## config.mk

```make
export PLATFORM = sky130hd
export DESIGN_NAME = pwr_seq_glue
export DESIGN_NICKNAME = d
export VERILOG_FILES = /design/src/rtl/pwr_seq_pkg.sv /design/src/rtl/pwr_sync.sv /design/src/rtl/pwr_glue.sv /design/src/rtl/pwr_bf_latch.sv /design/src/rtl/pwr_seq_glue.sv
export SDC_FILE = /design/constraint.sdc
export NUM_CORES = 1
export LEC_CHECK = 0
export BUFFER_PORTS_ARGS = -buffer_cell sky130_fd_sc_hd__buf_2
export CAP_MARGIN = 20
export CORE_AREA = 3 3 40 42
export DETAILED_ROUTE_END_ITERATION = 10
export DIE_AREA = 0 0 43 45
export PLACE_DENSITY_LB_ADDON = 0.15
export SLEW_MARGIN = 20
export SYNTH_ARGS = -nofsm -noshare
export SYNTH_HDL_FRONTEND = slang
export SYNTH_SLANG_ARGS = --single-unit
```

## constraint.sdc

```tcl
create_clock -name clk -period 1.2 [get_ports clk]
set_clock_uncertainty 0.1 [all_clocks]
set_input_delay 0.24 -clock clk [delete_from_list [all_inputs] [get_ports clk]]
set_output_delay 0.24 -clock clk [all_outputs]
set_load 0.01 [all_outputs]
```

## src/rtl/pwr_seq_pkg.sv

```systemverilog
package pwr_seq_pkg;

    // Bit positions inside the synchroniser bus
    localparam int IDX_PSU   = 0;
    localparam int IDX_S3    = 1;
    localparam int IDX_S5    = 2;
    localparam int IDX_CPU   = 3;
    localparam int IDX_FP    = 4;
    localparam int IDX_BYEL  = 5;
    localparam int IDX_BGRN  = 6;
    localparam int NUM_ASYNC = 7;

    typedef enum logic [2:0] {
        ST_PWRUP   = 3'd0,
        ST_IDLE    = 3'd1,
        ST_LATCHED = 3'd2,
        ST_SUSPEND = 3'd3,
        ST_RAISED  = 3'd4
    } bf_state_e;

endpackage

```

## src/rtl/pwr_sync.sv

```systemverilog
module pwr_sync #(
    parameter int WIDTH  = 7,
    parameter int STAGES = 2
) (
    input  logic             clk,
    input  logic             rst_n,
    input  logic [WIDTH-1:0] async_i,
    output logic [WIDTH-1:0] sync_o
);
    localparam int LAST = STAGES - 1;

    logic [WIDTH-1:0] stage_q [STAGES];

    genvar g;
    generate
        for (g = 0; g < STAGES; g++) begin : g_stage
            if (g == 0) begin : g_first
                always_ff @(posedge clk or negedge rst_n) begin
                    if (!rst_n) stage_q[g] <= '0;
                    else        stage_q[g] <= async_i;
                end
            end else begin : g_next
                always_ff @(posedge clk or negedge rst_n) begin
                    if (!rst_n) stage_q[g] <= '0;
                    else        stage_q[g] <= stage_q[g-1];
                end
            end
        end
    endgenerate

    assign sync_o = stage_q[LAST];
endmodule

```

## src/rtl/pwr_glue.sv

```systemverilog
module pwr_glue (
    input  logic psu_good,
    input  logic slp3,
    input  logic slp5,
    input  logic cpu_sense,
    input  logic fp_reset,
    input  logic blink_yel,
    input  logic blink_grn,
    output logic bfcut_pull,
    output logic bf_high,
    output logic psu_on_pull,
    output logic pwrgd_3v,
    output logic sclk_gate_pull,
    output logic led_yel_pull,
    output logic led_grn_pull
);
    always_comb begin
        bfcut_pull     = psu_good & slp3;
        bf_high        = ~bfcut_pull;
        psu_on_pull    = ~cpu_sense & slp3;
        pwrgd_3v       = fp_reset & psu_good;
        sclk_gate_pull = pwrgd_3v;
        led_yel_pull   = ~(blink_yel & slp5);
        led_grn_pull   = ~(blink_grn & slp5);
    end
endmodule

```

## src/rtl/pwr_bf_latch.sv

```systemverilog
module pwr_bf_latch
    import pwr_seq_pkg::*;
(
    input  logic clk,
    input  logic rst_n,
    input  logic bf_high,
    input  logic slp5,
    output logic flag_o
);
    bf_state_e state_q, state_d;

    always_ff @(posedge clk or negedge rst_n) begin
        if (!rst_n) state_q <= ST_PWRUP;
        else        state_q <= state_d;
    end

    always_comb begin
        state_d = state_q;
        unique case (state_q)
            ST_PWRUP:   if (!bf_high) state_d = ST_IDLE;
            ST_IDLE:    if (bf_high)  state_d = slp5 ? ST_LATCHED : ST_RAISED;
            ST_LATCHED: begin
                if (!bf_high)   state_d = ST_IDLE;
                else if (!slp5) state_d = ST_SUSPEND;
            end
            ST_SUSPEND: if (!bf_high) state_d = ST_IDLE;
            ST_RAISED:  if (!bf_high) state_d = ST_IDLE;
            default:    state_d = ST_PWRUP;
        endcase
    end

    always_comb begin
        flag_o = (state_q == ST_LATCHED);
    end

    AST_SET_NEEDS_S5: assert property (@(posedge clk) disable iff (!rst_n)
        $rose(flag_o) |-> $past(slp5) && $past(bf_high));
    AST_SET_FROM_ARMED: assert property (@(posedge clk) disable iff (!rst_n)
        $rose(flag_o) |-> $past(state_q) == ST_IDLE);
    AST_CLEAR_CAUSE: assert property (@(posedge clk) disable iff (!rst_n)
        $fell(flag_o) |-> (!$past(slp5) || !$past(bf_high)));
    AST_CUT_CLEARS_FLAG: assert property (@(posedge clk) disable iff (!rst_n)
        !bf_high |=> !flag_o);
endmodule

```

## src/rtl/pwr_seq_glue.sv

```systemverilog
module pwr_seq_glue
    import pwr_seq_pkg::*;
#(
    parameter int SYNC_STAGES = 2
) (
    input  logic clk,
    input  logic rst_n,
    input  logic psu_good_i,
    input  logic slp3_i,
    input  logic slp5_i,
    input  logic cpu_sense_i,
    input  logic fp_reset_i,
    input  logic blink_yel_i,
    input  logic blink_grn_i,
    output logic bfcut_pull_o,
    output logic bf_latched_o,
    output logic psu_on_pull_o,
    output logic pwrgd_3v_o,
    output logic sclk_gate_pull_o,
    output logic led_yel_pull_o,
    output logic led_grn_pull_o
);
    logic [NUM_ASYNC-1:0] raw_bus;
    logic [NUM_ASYNC-1:0] syn_bus;
    logic                 bf_high;

    always_comb begin
        raw_bus           = '0;
        raw_bus[IDX_PSU]  = psu_good_i;
        raw_bus[IDX_S3]   = slp3_i;
        raw_bus[IDX_S5]   = slp5_i;
        raw_bus[IDX_CPU]  = cpu_sense_i;
        raw_bus[IDX_FP]   = fp_reset_i;
        raw_bus[IDX_BYEL] = blink_yel_i;
        raw_bus[IDX_BGRN] = blink_grn_i;
    end

    pwr_sync #(.WIDTH(NUM_ASYNC), .STAGES(SYNC_STAGES)) u_sync (
        .clk     (clk),
        .rst_n   (rst_n),
        .async_i (raw_bus),
        .sync_o  (syn_bus)
    );

    pwr_glue u_glue (
        .psu_good       (syn_bus[IDX_PSU]),
        .slp3           (syn_bus[IDX_S3]),
        .slp5           (syn_bus[IDX_S5]),
        .cpu_sense      (syn_bus[IDX_CPU]),
        .fp_reset       (syn_bus[IDX_FP]),
        .blink_yel      (syn_bus[IDX_BYEL]),
        .blink_grn      (syn_bus[IDX_BGRN]),
        .bfcut_pull     (bfcut_pull_o),
        .bf_high        (bf_high),
        .psu_on_pull    (psu_on_pull_o),
        .pwrgd_3v       (pwrgd_3v_o),
        .sclk_gate_pull (sclk_gate_pull_o),
        .led_yel_pull   (led_yel_pull_o),
        .led_grn_pull   (led_grn_pull_o)
    );

    pwr_bf_latch u_latch (
        .clk     (clk),
        .rst_n   (rst_n),
        .bf_high (bf_high),
        .slp5    (syn_bus[IDX_S5]),
        .flag_o  (bf_latched_o)
    );

    AST_PG_GATES_SCLK: assert property (@(posedge clk) disable iff (!rst_n)
        sclk_gate_pull_o |-> pwrgd_3v_o);
endmodule

```

Word level (Yosys, flattened, before mapping)
Index checks and enable logic that the tools add are counted.

word-level totals
  register bits = 17
  bits in latches = 0
  memory bits (writable) = 0
  memory bits (read-only) = 0
  output and inout bits = 7
  memories = 0

cells by class
  add/subtract/negate cells = 0
  multiply operators = 0
  div/mod/pow operators = 0
  magnitude comparators = 0
  eq/ne operators = 7
  shifts and indexed selects = 0
  mux-type cells = 6
  bitwise logic cells = 8
  reductions and logical operators = 3

operators with widths
  operator                                                                 count
  3-bit 2-to-1 mux                                                         5
  3-bit case mux with 3 select lines                                       1
  3-bit by 2-bit == test with 1-bit output, second input constant          2
  1-bit AND                                                                5
  3-bit by 1-bit == test with 1-bit output, second input constant          1
  3-bit == test, second input constant                                     1
  3-bit logical NOT                                                        1
  3-bit inequality test, second input constant                             1
  1-bit NOT                                                                3
  3-bit AND reduction                                                      1
  3-bit OR reduction                                                       1
  2-bit by 1-bit inequality test with 1-bit output, second input constant  1
  2-bit inequality test, second input constant                             1

Longest topological paths before layout
Gate-level depths: netlist of run 1.

  depth after elaboration = 4
  gate-level depth with buffers = 3
  mapped depth without buffers = 3

Hierarchy
Synthesis of run 1 repeated with hierarchy kept, for this count alone.

unflattened totals
  cell total of the unflattened synthesis = 41
  area, all modules = 590.6 um2

modules (own cells, without submodules)
  module        times used  cells each  area each (um2)  sequential area each (um2)
  pwr_sync      1           21          402.9            350.3
  pwr_bf_latch  1           13          142.6            75.1
  pwr_glue      1           7           45.0             0.0

Worst setup path after synthesis of run 1
Ideal clock, no wire load.

  path kind = reg-to-output
  start = register u_latch.state_q[2]
  end = output bf_latched_o
  arrival time = 0.741 ns
  slack = 0.119 ns
  cell stages (with the launch flop) = 2
  path buffers = 0
  cells stage by stage = dfrtp_1 nor3b_1

between the ends
  cells in the longest elaborated chain, start to end = 1

RTL lines
  what                                      line                text
  start: declaration                        pwr_bf_latch.sv:10  bf_state_e state_q, state_d;
  start signal: assignment                  pwr_bf_latch.sv:14  else state_q <= state_d;
  3-bit by 2-bit == test with 1-bit output  pwr_bf_latch.sv:33  flag_o = (state_q == ST_LATCHED);
  end: declaration                          pwr_seq_glue.sv:16  output logic bf_latched_o,

Every way passes these cells.

Final worst setup path of run 1
Ends and elaborated chain as after synthesis.

==> results of run 1 <==
[area by class of cell]
class,count,area share
clock buffer,4,0.0331
inverter,1,0.00472
multi-input combinational,14,0.128
sequential,17,0.535
tap,15,0.0236
timing repair buffer,29,0.276
[metrics by stage]
stage	cell area [um^2]	std cells	setup TNS, ps	worst slack [ps]	util
after global routing	795	80	-793	-179	0.618
after CTS	787	79	-373	-114	0.612
final	795	80	-300	-99.7	0.618
after detailed placement	614	62	0	107	0.478
after global placement	614	62	0	125	0.478
after floorplan	528	33	0	119	-
[per-layer routing]
metal | wire length, um | part of all wire | track usage
met2 | 456 | 0.56 | 0.207
met1 | 305 | 0.37 | 0.112
met4 | 0 | 0 | 0.0542
met3 | 55 | 0.067 | 0.0359
met5 | 0 | 0 | 0
[power by group]
part	internal, mW	switching, mW
clock network	0.128	0.145
registers	0.636	0.0308
logic	0.178	0.130
[cells by family (layout without fill, tap and decap cells)]
group                  Yosys count  in the layout
AND/OR/NAND/NOR                  9              9
flip-flops                      17             17
buffers and inverters            2             34
AO/OA/AOI/OAI                    5              5
[Yosys cell counts]
cell type	instances
sky130_fd_sc_hd__dfrtp_1	17
sky130_fd_sc_hd__a21oi_1	2
sky130_fd_sc_hd__and2_1	2
sky130_fd_sc_hd__nand2_1	2
sky130_fd_sc_hd__a21boi_0	1
sky130_fd_sc_hd__buf_4	1
sky130_fd_sc_hd__inv_1	1
sky130_fd_sc_hd__nor2b_1	1
sky130_fd_sc_hd__nor3_1	1
sky130_fd_sc_hd__nor3_2	1
sky130_fd_sc_hd__nor3b_1	1
sky130_fd_sc_hd__nor3b_2	1
sky130_fd_sc_hd__o21a_1	1
sky130_fd_sc_hd__o21ai_0	1
[flip-flops by register name, indices dropped and copies added (netlist names)]
name	cells
u_latch.state_q	3
u_sync.sync_o	7
u_sync.stage_q	7
[path summary, 6_finish.rpt]
| path | start | to | slack [ps] | depth (start not counted) |
|---|---|---|---|---|
| max | u_latch.state_q[2] | bf_latched_o | -100 | 2 |
| max in group asynchronous | rst_n | u_latch.state_q[1] | 420 | 2 |
| min | u_sync.stage_q[9] | u_sync.sync_o[2] | 250 | 0 |
| max reg2reg | u_latch.state_q[2] | u_latch.state_q[2] | 0 | 5 |
| min reg2reg | u_sync.stage_q[9] | u_sync.sync_o[2] | 250 | 0 |
| min in group asynchronous | rst_n | u_sync.sync_o[4] | 320 | 2 |
[timing repair]
| action | in CTS | in global routing |
|---|---|---|
| hold buffers | 8 | 0 |
| endpoints found under the hold margin | 24 | 0 |
| gates resized for setup | 6 | 0 |
| endpoints found under the setup margin | 7 | 7 |
| pin swaps | 1 | 0 |
| setup buffers | 5 | 1 |
==> impl_metrics.prom, run 1 <==
# TYPE chip_impl_metric gauge
chip_impl_metric{name="drc",unit=""} 0
chip_impl_metric{name="total_vias_in_the_final_route",unit=""} 352
chip_impl_metric{name="first_global_vias",unit=""} 412
chip_impl_metric{name="synth_compound_gate_area_share",unit=""} 0.0569
chip_impl_metric{name="tritoncts_num_sinks",unit=""} 17
chip_impl_info{name="cp_cell_sequence",value="nor3b_2 -> buf_2"} 1
chip_impl_info{name="layout_commonest_cell",value="sky130_fd_sc_hd__dfrtp_1"} 1
chip_impl_metric{name="finalWeightedCongestion",unit=""} 0.611
chip_impl_metric{name="netlist-cell-type-count",unit=""} 14
chip_impl_info{name="cpLargestDelayFamily",value="flip-flops"} 1
chip_impl_metric{name="cts_max_path_buffers",unit=""} 2
chip_impl_metric{name="ff_latch_area",unit="um^2"} 425
chip_impl_metric{name="min_period_over_period",unit=""} 1.08
chip_impl_metric{name="synthXorXnorAreaFrac",unit=""} 0
chip_impl_metric{name="antenna_nets_post_route",unit=""} 0
chip_impl_metric{name="detail_route.wl_per_cell",unit="um"} 10.2
chip_impl_metric{name="total_leakage_power",unit="nW"} 0.387
chip_impl_metric{name="grt-ovfl-total",unit=""} 0
chip_impl_metric{name="placeableCoreArea",unit="um^2"} 1280
chip_impl_metric{name="ys_warn_count",unit=""} 0
chip_impl_metric{name="power-per-cell-area",unit="nW/um^2"} 1570
chip_impl_metric{name="cts_h_tree_depth",unit=""} 1
chip_impl_info{name="tritoncts",value="done"} 1
chip_impl_metric{name="max-vdd-ir-drop",unit="V"} 0.000772
chip_impl_metric{name="fin_total_pwr",unit="mW"} 1.25
chip_impl_metric{name="via_per_inst",unit=""} 4.40
chip_impl_metric{name="post_synth_instance_area",unit="um^2"} 528
chip_impl_info{name="synthTopCellsByArea",value="sky130_fd_sc_hd__dfrtp_1, sky130_fd_sc_hd__and2_1, sky130_fd_sc_hd__nor3b_2"} 1
chip_impl_metric{name="final_stage_net_count",unit=""} 75
chip_impl_metric{name="final-hold-violation-count",unit=""} 0
chip_impl_metric{name="yosys.area.top_type_share",unit=""} 0.806
chip_impl_info{name="violations",value="negative setup slack"} 1
chip_impl_metric{name="timing.fmax",unit="GHz"} 0.769
chip_impl_metric{name="initial_utilization",unit=""} 0.411
chip_impl_metric{name="max_cap_violations",unit=""} 0
chip_impl_metric{name="synth.ff_latch_count",unit=""} 17
chip_impl_metric{name="synth_seq_area_share",unit=""} 0.806
chip_impl_metric{name="worst_slack",unit="ps"} -99.7
chip_impl_metric{name="grt_max_degree",unit=""} 18
chip_impl_metric{name="worst-endpoint-required",unit="ps"} 860
chip_impl_info{name="timing.critical_path.to_type",value="primary output"} 1
chip_impl_metric{name="ioPinCount",unit=""} 16
chip_impl_metric{name="max_fo_critical_path",unit=""} 2
chip_impl_info{name="hp-class",value="flip-flop to flip-flop"} 1
chip_impl_metric{name="clk_latency",unit="ps"} 270
chip_impl_metric{name="groute.usage.overall",unit=""} 0.111
chip_impl_metric{name="cp_data_arrival_time",unit="ps"} 960
chip_impl_metric{name="port-buffer-count",unit=""} 15
chip_impl_metric{name="synthToLayoutAreaGrowth",unit="%"} 50.5
chip_impl_metric{name="relSlewSlack",unit=""} 0.760
chip_impl_metric{name="fillers",unit=""} 105
chip_impl_metric{name="wire_length_of_the_first_global_routing_pass",unit="um"} 1550
chip_impl_metric{name="critical-path-max-stage-delay",unit="ps"} 390
chip_impl_info{name="final_cell_mix",value="sky130_fd_sc_hd__dfrtp_1, sky130_fd_sc_hd__buf_2, sky130_fd_sc_hd__dlygate4sd3_1"} 1
chip_impl_metric{name="yosys.area_share.simple",unit=""} 0.116
chip_impl_metric{name="worst_pin_slew",unit="ps"} 360
chip_impl_metric{name="insertedDiodeCount",unit=""} 0
chip_impl_metric{name="cts.reportedPaths.clkPinSlew",unit="ps"} 80
chip_impl_info{name="main_combinational_cell_family_by_area_after_synthesis",value="simple AND/OR/NAND/NOR gates"} 1
chip_impl_metric{name="grt_antenna_before_repair",unit=""} 0
chip_impl_metric{name="per_instance_average_area_after_synthesis",unit="um^2"} 16.0
chip_impl_metric{name="chipHeight",unit="um"} 45
chip_impl_metric{name="hold_slack",unit="ps"} 253
chip_impl_info{name="status",value="finished, violations left"} 1
chip_impl_metric{name="die_w",unit="um"} 43
chip_impl_metric{name="place_hpwl",unit="um"} 576
chip_impl_info{name="clk_root_buffer_cell",value="sky130_fd_sc_hd__clkbuf_4"} 1
chip_impl_metric{name="final-max-slew-violation-count",unit=""} 0
chip_impl_info{name="netlist.top_cell.by_area",value="sky130_fd_sc_hd__dfrtp_1"} 1
chip_impl_metric{name="fp.dieArea",unit="um^2"} 1940
chip_impl_info{name="timing.critical_path.from_type",value="flip-flop"} 1
chip_impl_info{name="grt_setup_unrepaired",value="yes"} 1
chip_impl_metric{name="cts_buffers",unit=""} 3
chip_impl_info{name="path_class",value="flip-flop to primary output"} 1
chip_impl_metric{name="final_layout_size_suffix_gt1_frac",unit=""} 0.446
chip_impl_metric{name="totalWireLength",unit="um"} 817
chip_impl_metric{name="finalWorstPathRequiredPeriod",unit="ps"} 1300
chip_impl_metric{name="core.rowCount",unit=""} 13
chip_impl_metric{name="synth_fp_nets",unit=""} 42
chip_impl_metric{name="multiInputGateArea",unit="um^2"} 101
chip_impl_metric{name="critical_path_buf_inv_count",unit=""} 1
chip_impl_metric{name="synth_fa_ha_area_frac",unit=""} 0
chip_impl_metric{name="dr.first_iter.drc_count",unit=""} 2
chip_impl_metric{name="drt_first_pass_iters",unit=""} 2
chip_impl_info{name="critical-path-slowest-cell",value="sky130_fd_sc_hd__dfrtp_1"} 1
chip_impl_metric{name="synth_mux_area_frac",unit=""} 0
chip_impl_metric{name="syn_inst",unit=""} 33
chip_impl_metric{name="setup_violations",unit=""} 5
Power figures use the tool's default switching activity.
==> run 2, diff against run 1 <==
--- a/config.mk
+++ b/config.mk
@@ -8,6 +8,7 @@
 export BUFFER_PORTS_ARGS = -buffer_cell sky130_fd_sc_hd__buf_2
 export CAP_MARGIN = 20
 export CORE_AREA = 3 3 40 42
+export CTS_BUF_LIST = sky130_fd_sc_hd__clkbuf_2
 export DETAILED_ROUTE_END_ITERATION = 10
 export DIE_AREA = 0 0 43 45
 export PLACE_DENSITY_LB_ADDON = 0.15
==> run 2 against run 1 <==
Net effect: the run still ends with negative setup slack left; utilization is 0.49 points lower; sequential power hardly changed; global-route usage is 0.51 points lower; sequential share of layout area is 0.42 points higher; via count is 0.57% lower; sequential cell count stayed put; setup slack worse by 7.1 ps; total power is 3.2% lower; clock power is 15% lower; largest power group unchanged.
==> impl_metrics.prom, run 2 (synthesis results as in run 1) <==
# TYPE chip_impl_metric gauge
chip_impl_metric{name="total_leakage_power",unit="nW"} 0.389
chip_impl_metric{name="setup.reg_to_reg.worst_slack",unit="ps"} -10
chip_impl_metric{name="drc",unit=""} 0
chip_impl_metric{name="max-vdd-ir-drop",unit="V"} 0.000715
chip_impl_metric{name="initial_utilization",unit=""} 0.411
chip_impl_info{name="timing.critical_path.to_type",value="primary output"} 1
chip_impl_info{name="dr.max_layer_used",value="met3"} 1
chip_impl_metric{name="max_fo_critical_path",unit=""} 2
chip_impl_info{name="status",value="finished, violations left"} 1
chip_impl_metric{name="dr.first_iter.drc_count",unit=""} 2
chip_impl_metric{name="timing.fmax",unit="GHz"} 0.765
chip_impl_metric{name="wl_met1",unit="um"} 318
chip_impl_metric{name="finalWorstPathRequiredPeriod",unit="ps"} 1310
chip_impl_metric{name="cp_data_arrival_time",unit="ps"} 970
chip_impl_metric{name="total_vias_in_the_final_route",unit=""} 350
chip_impl_metric{name="power-per-cell-area",unit="nW/um^2"} 1530
chip_impl_metric{name="setup_violations",unit=""} 6
chip_impl_metric{name="relSlewSlack",unit=""} 0.764
chip_impl_metric{name="totalWireLength",unit="um"} 804
chip_impl_metric{name="intPower",unit="mW"} 0.903
chip_impl_metric{name="placeableCoreArea",unit="um^2"} 1280
chip_impl_info{name="r2r_end",value="u_latch.state_q[2]"} 1
chip_impl_metric{name="preCtsSetupSlack",unit="ps"} 107
chip_impl_info{name="r2r-start",value="u_latch.state_q[2]"} 1
chip_impl_metric{name="worst_slack",unit="ps"} -107
chip_impl_metric{name="final-hold-violation-count",unit=""} 0
chip_impl_metric{name="worst-endpoint-required",unit="ps"} 860
chip_impl_info{name="hp-start",value="u_sync.stage_q[9]"} 1
chip_impl_metric{name="die_w",unit="um"} 43
chip_impl_metric{name="routed-wl-met3",unit="um"} 51
chip_impl_metric{name="tritoncts_num_sinks",unit=""} 17
chip_impl_metric{name="max_cap_violations",unit=""} 0
chip_impl_metric{name="switching_power",unit="mW"} 0.306
chip_impl_metric{name="fin_total_pwr",unit="mW"} 1.21
chip_impl_info{name="violations",value="negative setup slack"} 1
chip_impl_metric{name="combinational_cell_fraction_of_total_power",unit=""} 0.254
chip_impl_metric{name="min_period_over_period",unit=""} 1.09
chip_impl_metric{name="worstHoldPathCells",unit=""} 0
chip_impl_info{name="critical_path_launch_point",value="u_latch.state_q[2]"} 1
chip_impl_metric{name="grt-ovfl-total",unit=""} 0
chip_impl_metric{name="cts_h_tree_depth",unit=""} 1
chip_impl_metric{name="port-buffer-count",unit=""} 15
chip_impl_metric{name="sw_frac_of_total",unit=""} 0.253
chip_impl_metric{name="via_per_inst",unit=""} 4.38
chip_impl_metric{name="worst_pin_slew",unit="ps"} 355
chip_impl_metric{name="place_hpwl",unit="um"} 576
chip_impl_metric{name="insertedDiodeCount",unit=""} 0
chip_impl_info{name="tritoncts",value="done"} 1
chip_impl_metric{name="chipHeight",unit="um"} 45
chip_impl_metric{name="ioPinCount",unit=""} 16
chip_impl_metric{name="antenna_nets_post_route",unit=""} 0
chip_impl_metric{name="cts_max_path_buffers",unit=""} 2
chip_impl_info{name="hold-path-endpoint",value="u_sync.sync_o[2]"} 1
chip_impl_info{name="clk_root_buffer_cell",value="sky130_fd_sc_hd__clkbuf_2"} 1
chip_impl_metric{name="met2WireLength",unit="um"} 435
chip_impl_metric{name="core.rowCount",unit=""} 13
chip_impl_metric{name="detail_route.wl_per_cell",unit="um"} 10.1
chip_impl_metric{name="grt_max_degree",unit=""} 18
chip_impl_metric{name="final_layout_size_suffix_gt1_frac",unit=""} 0.462
chip_impl_metric{name="final-max-slew-violation-count",unit=""} 0
chip_impl_info{name="grt_setup_unrepaired",value="yes"} 1
chip_impl_metric{name="clock_power_share",unit=""} 0.194
chip_impl_info{name="timing.critical_path.from_type",value="flip-flop"} 1
chip_impl_metric{name="grt_antenna_before_repair",unit=""} 0
chip_impl_metric{name="groute.usage.overall",unit=""} 0.106
chip_impl_info{name="path_class",value="flip-flop to primary output"} 1
chip_impl_metric{name="first_global_vias",unit=""} 397
chip_impl_metric{name="share_seq_of_total_power",unit=""} 0.552
chip_impl_metric{name="clk_latency",unit="ps"} 260
chip_impl_metric{name="final_stage_net_count",unit=""} 75
chip_impl_metric{name="fp.dieArea",unit="um^2"} 1940
chip_impl_metric{name="finalWeightedCongestion",unit=""} 0.611
chip_impl_info{name="layout_commonest_cell",value="sky130_fd_sc_hd__dfrtp_1"} 1
chip_impl_metric{name="drt_first_pass_iters",unit=""} 2
chip_impl_metric{name="reg2reg_depth",unit=""} 5
chip_impl_metric{name="synthToLayoutAreaGrowth",unit="%"} 49.3
chip_impl_metric{name="cts_buffers",unit=""} 3
chip_impl_info{name="final_cell_mix",value="sky130_fd_sc_hd__dfrtp_1, sky130_fd_sc_hd__buf_2, sky130_fd_sc_hd__dlygate4sd3_1"} 1
chip_impl_metric{name="wire_length_of_the_first_global_routing_pass",unit="um"} 1480
chip_impl_metric{name="cts.reportedPaths.clkPinSlew",unit="ps"} 130
chip_impl_info{name="hp-class",value="flip-flop to flip-flop"} 1
run 2: per-stage QoR:
stage	instances	cell area [um^2]	setup TNS, ps	hold WS [ps]	util
6_report	80	788	-361	263	0.613
5_1_grt	80	788	-1080	279	0.613
4_1_cts	79	781	-490	268	0.608
3_5_place_dp	62	614	0	70.2	0.478
3_3_place_gp	62	614	0	57.4	0.478
2_1_floorplan	33	528	0	-156	-
run 2: worst max-delay path by stage:
stage	endpoint	slack (ps)	cells after the start
6_report	bf_latched_o	-110	2
5_1_grt	bf_latched_o	-210	2
2_1_floorplan	bf_latched_o	120	1
3_5_place_dp	bf_latched_o	110	2
4_1_cts	bf_latched_o	-130	2
3_3_place_gp	bf_latched_o	120	2
run 2: repair_timing:
item / CTS / global route
gates resized for setup: 6 / 0
endpoints found under the hold margin: 24 / 0
hold buffers: 8 / 0
pin swaps: 1 / 0
setup buffers: 5 / 1
setup endpoints to repair: 7 / 7
run 2: cell type report:
cell class | count | area (um^2)
Inverter | 1 | 3.75
Clock buffer | 4 | 20.0
Timing Repair Buffer | 29 | 219
Fill cell | 107 | 497
Tap cell | 15 | 18.8
Sequential cell | 17 | 425
Multi-Input combinational cell | 14 | 101
run 2: metal layers:
metal | up-vias | track usage
li1 | 171 | -
met1 | 167 | 0.117
met2 | 12 | 0.183
met3 | 0 | 0.0359
met4 | 0 | 0.0542
met5 | - | 0
run 2: power groups by stage:
stage	registers, mW	clock network (mW)	logic [mW]
2_1_floorplan	0.692	0	0.105
5_1_grt	0.674	0.289	0.345
3_3_place_gp	0.697	0	0.151
6_report	0.667	0.234	0.307
3_5_place_dp	0.705	0	0.162
4_1_cts	0.666	0.251	0.294
run 2: critical path: stages (launching register included):
cell and delay, ps:
sky130_fd_sc_hd__dfrtp_1 410, sky130_fd_sc_hd__nor3b_2 160, sky130_fd_sc_hd__buf_2 140
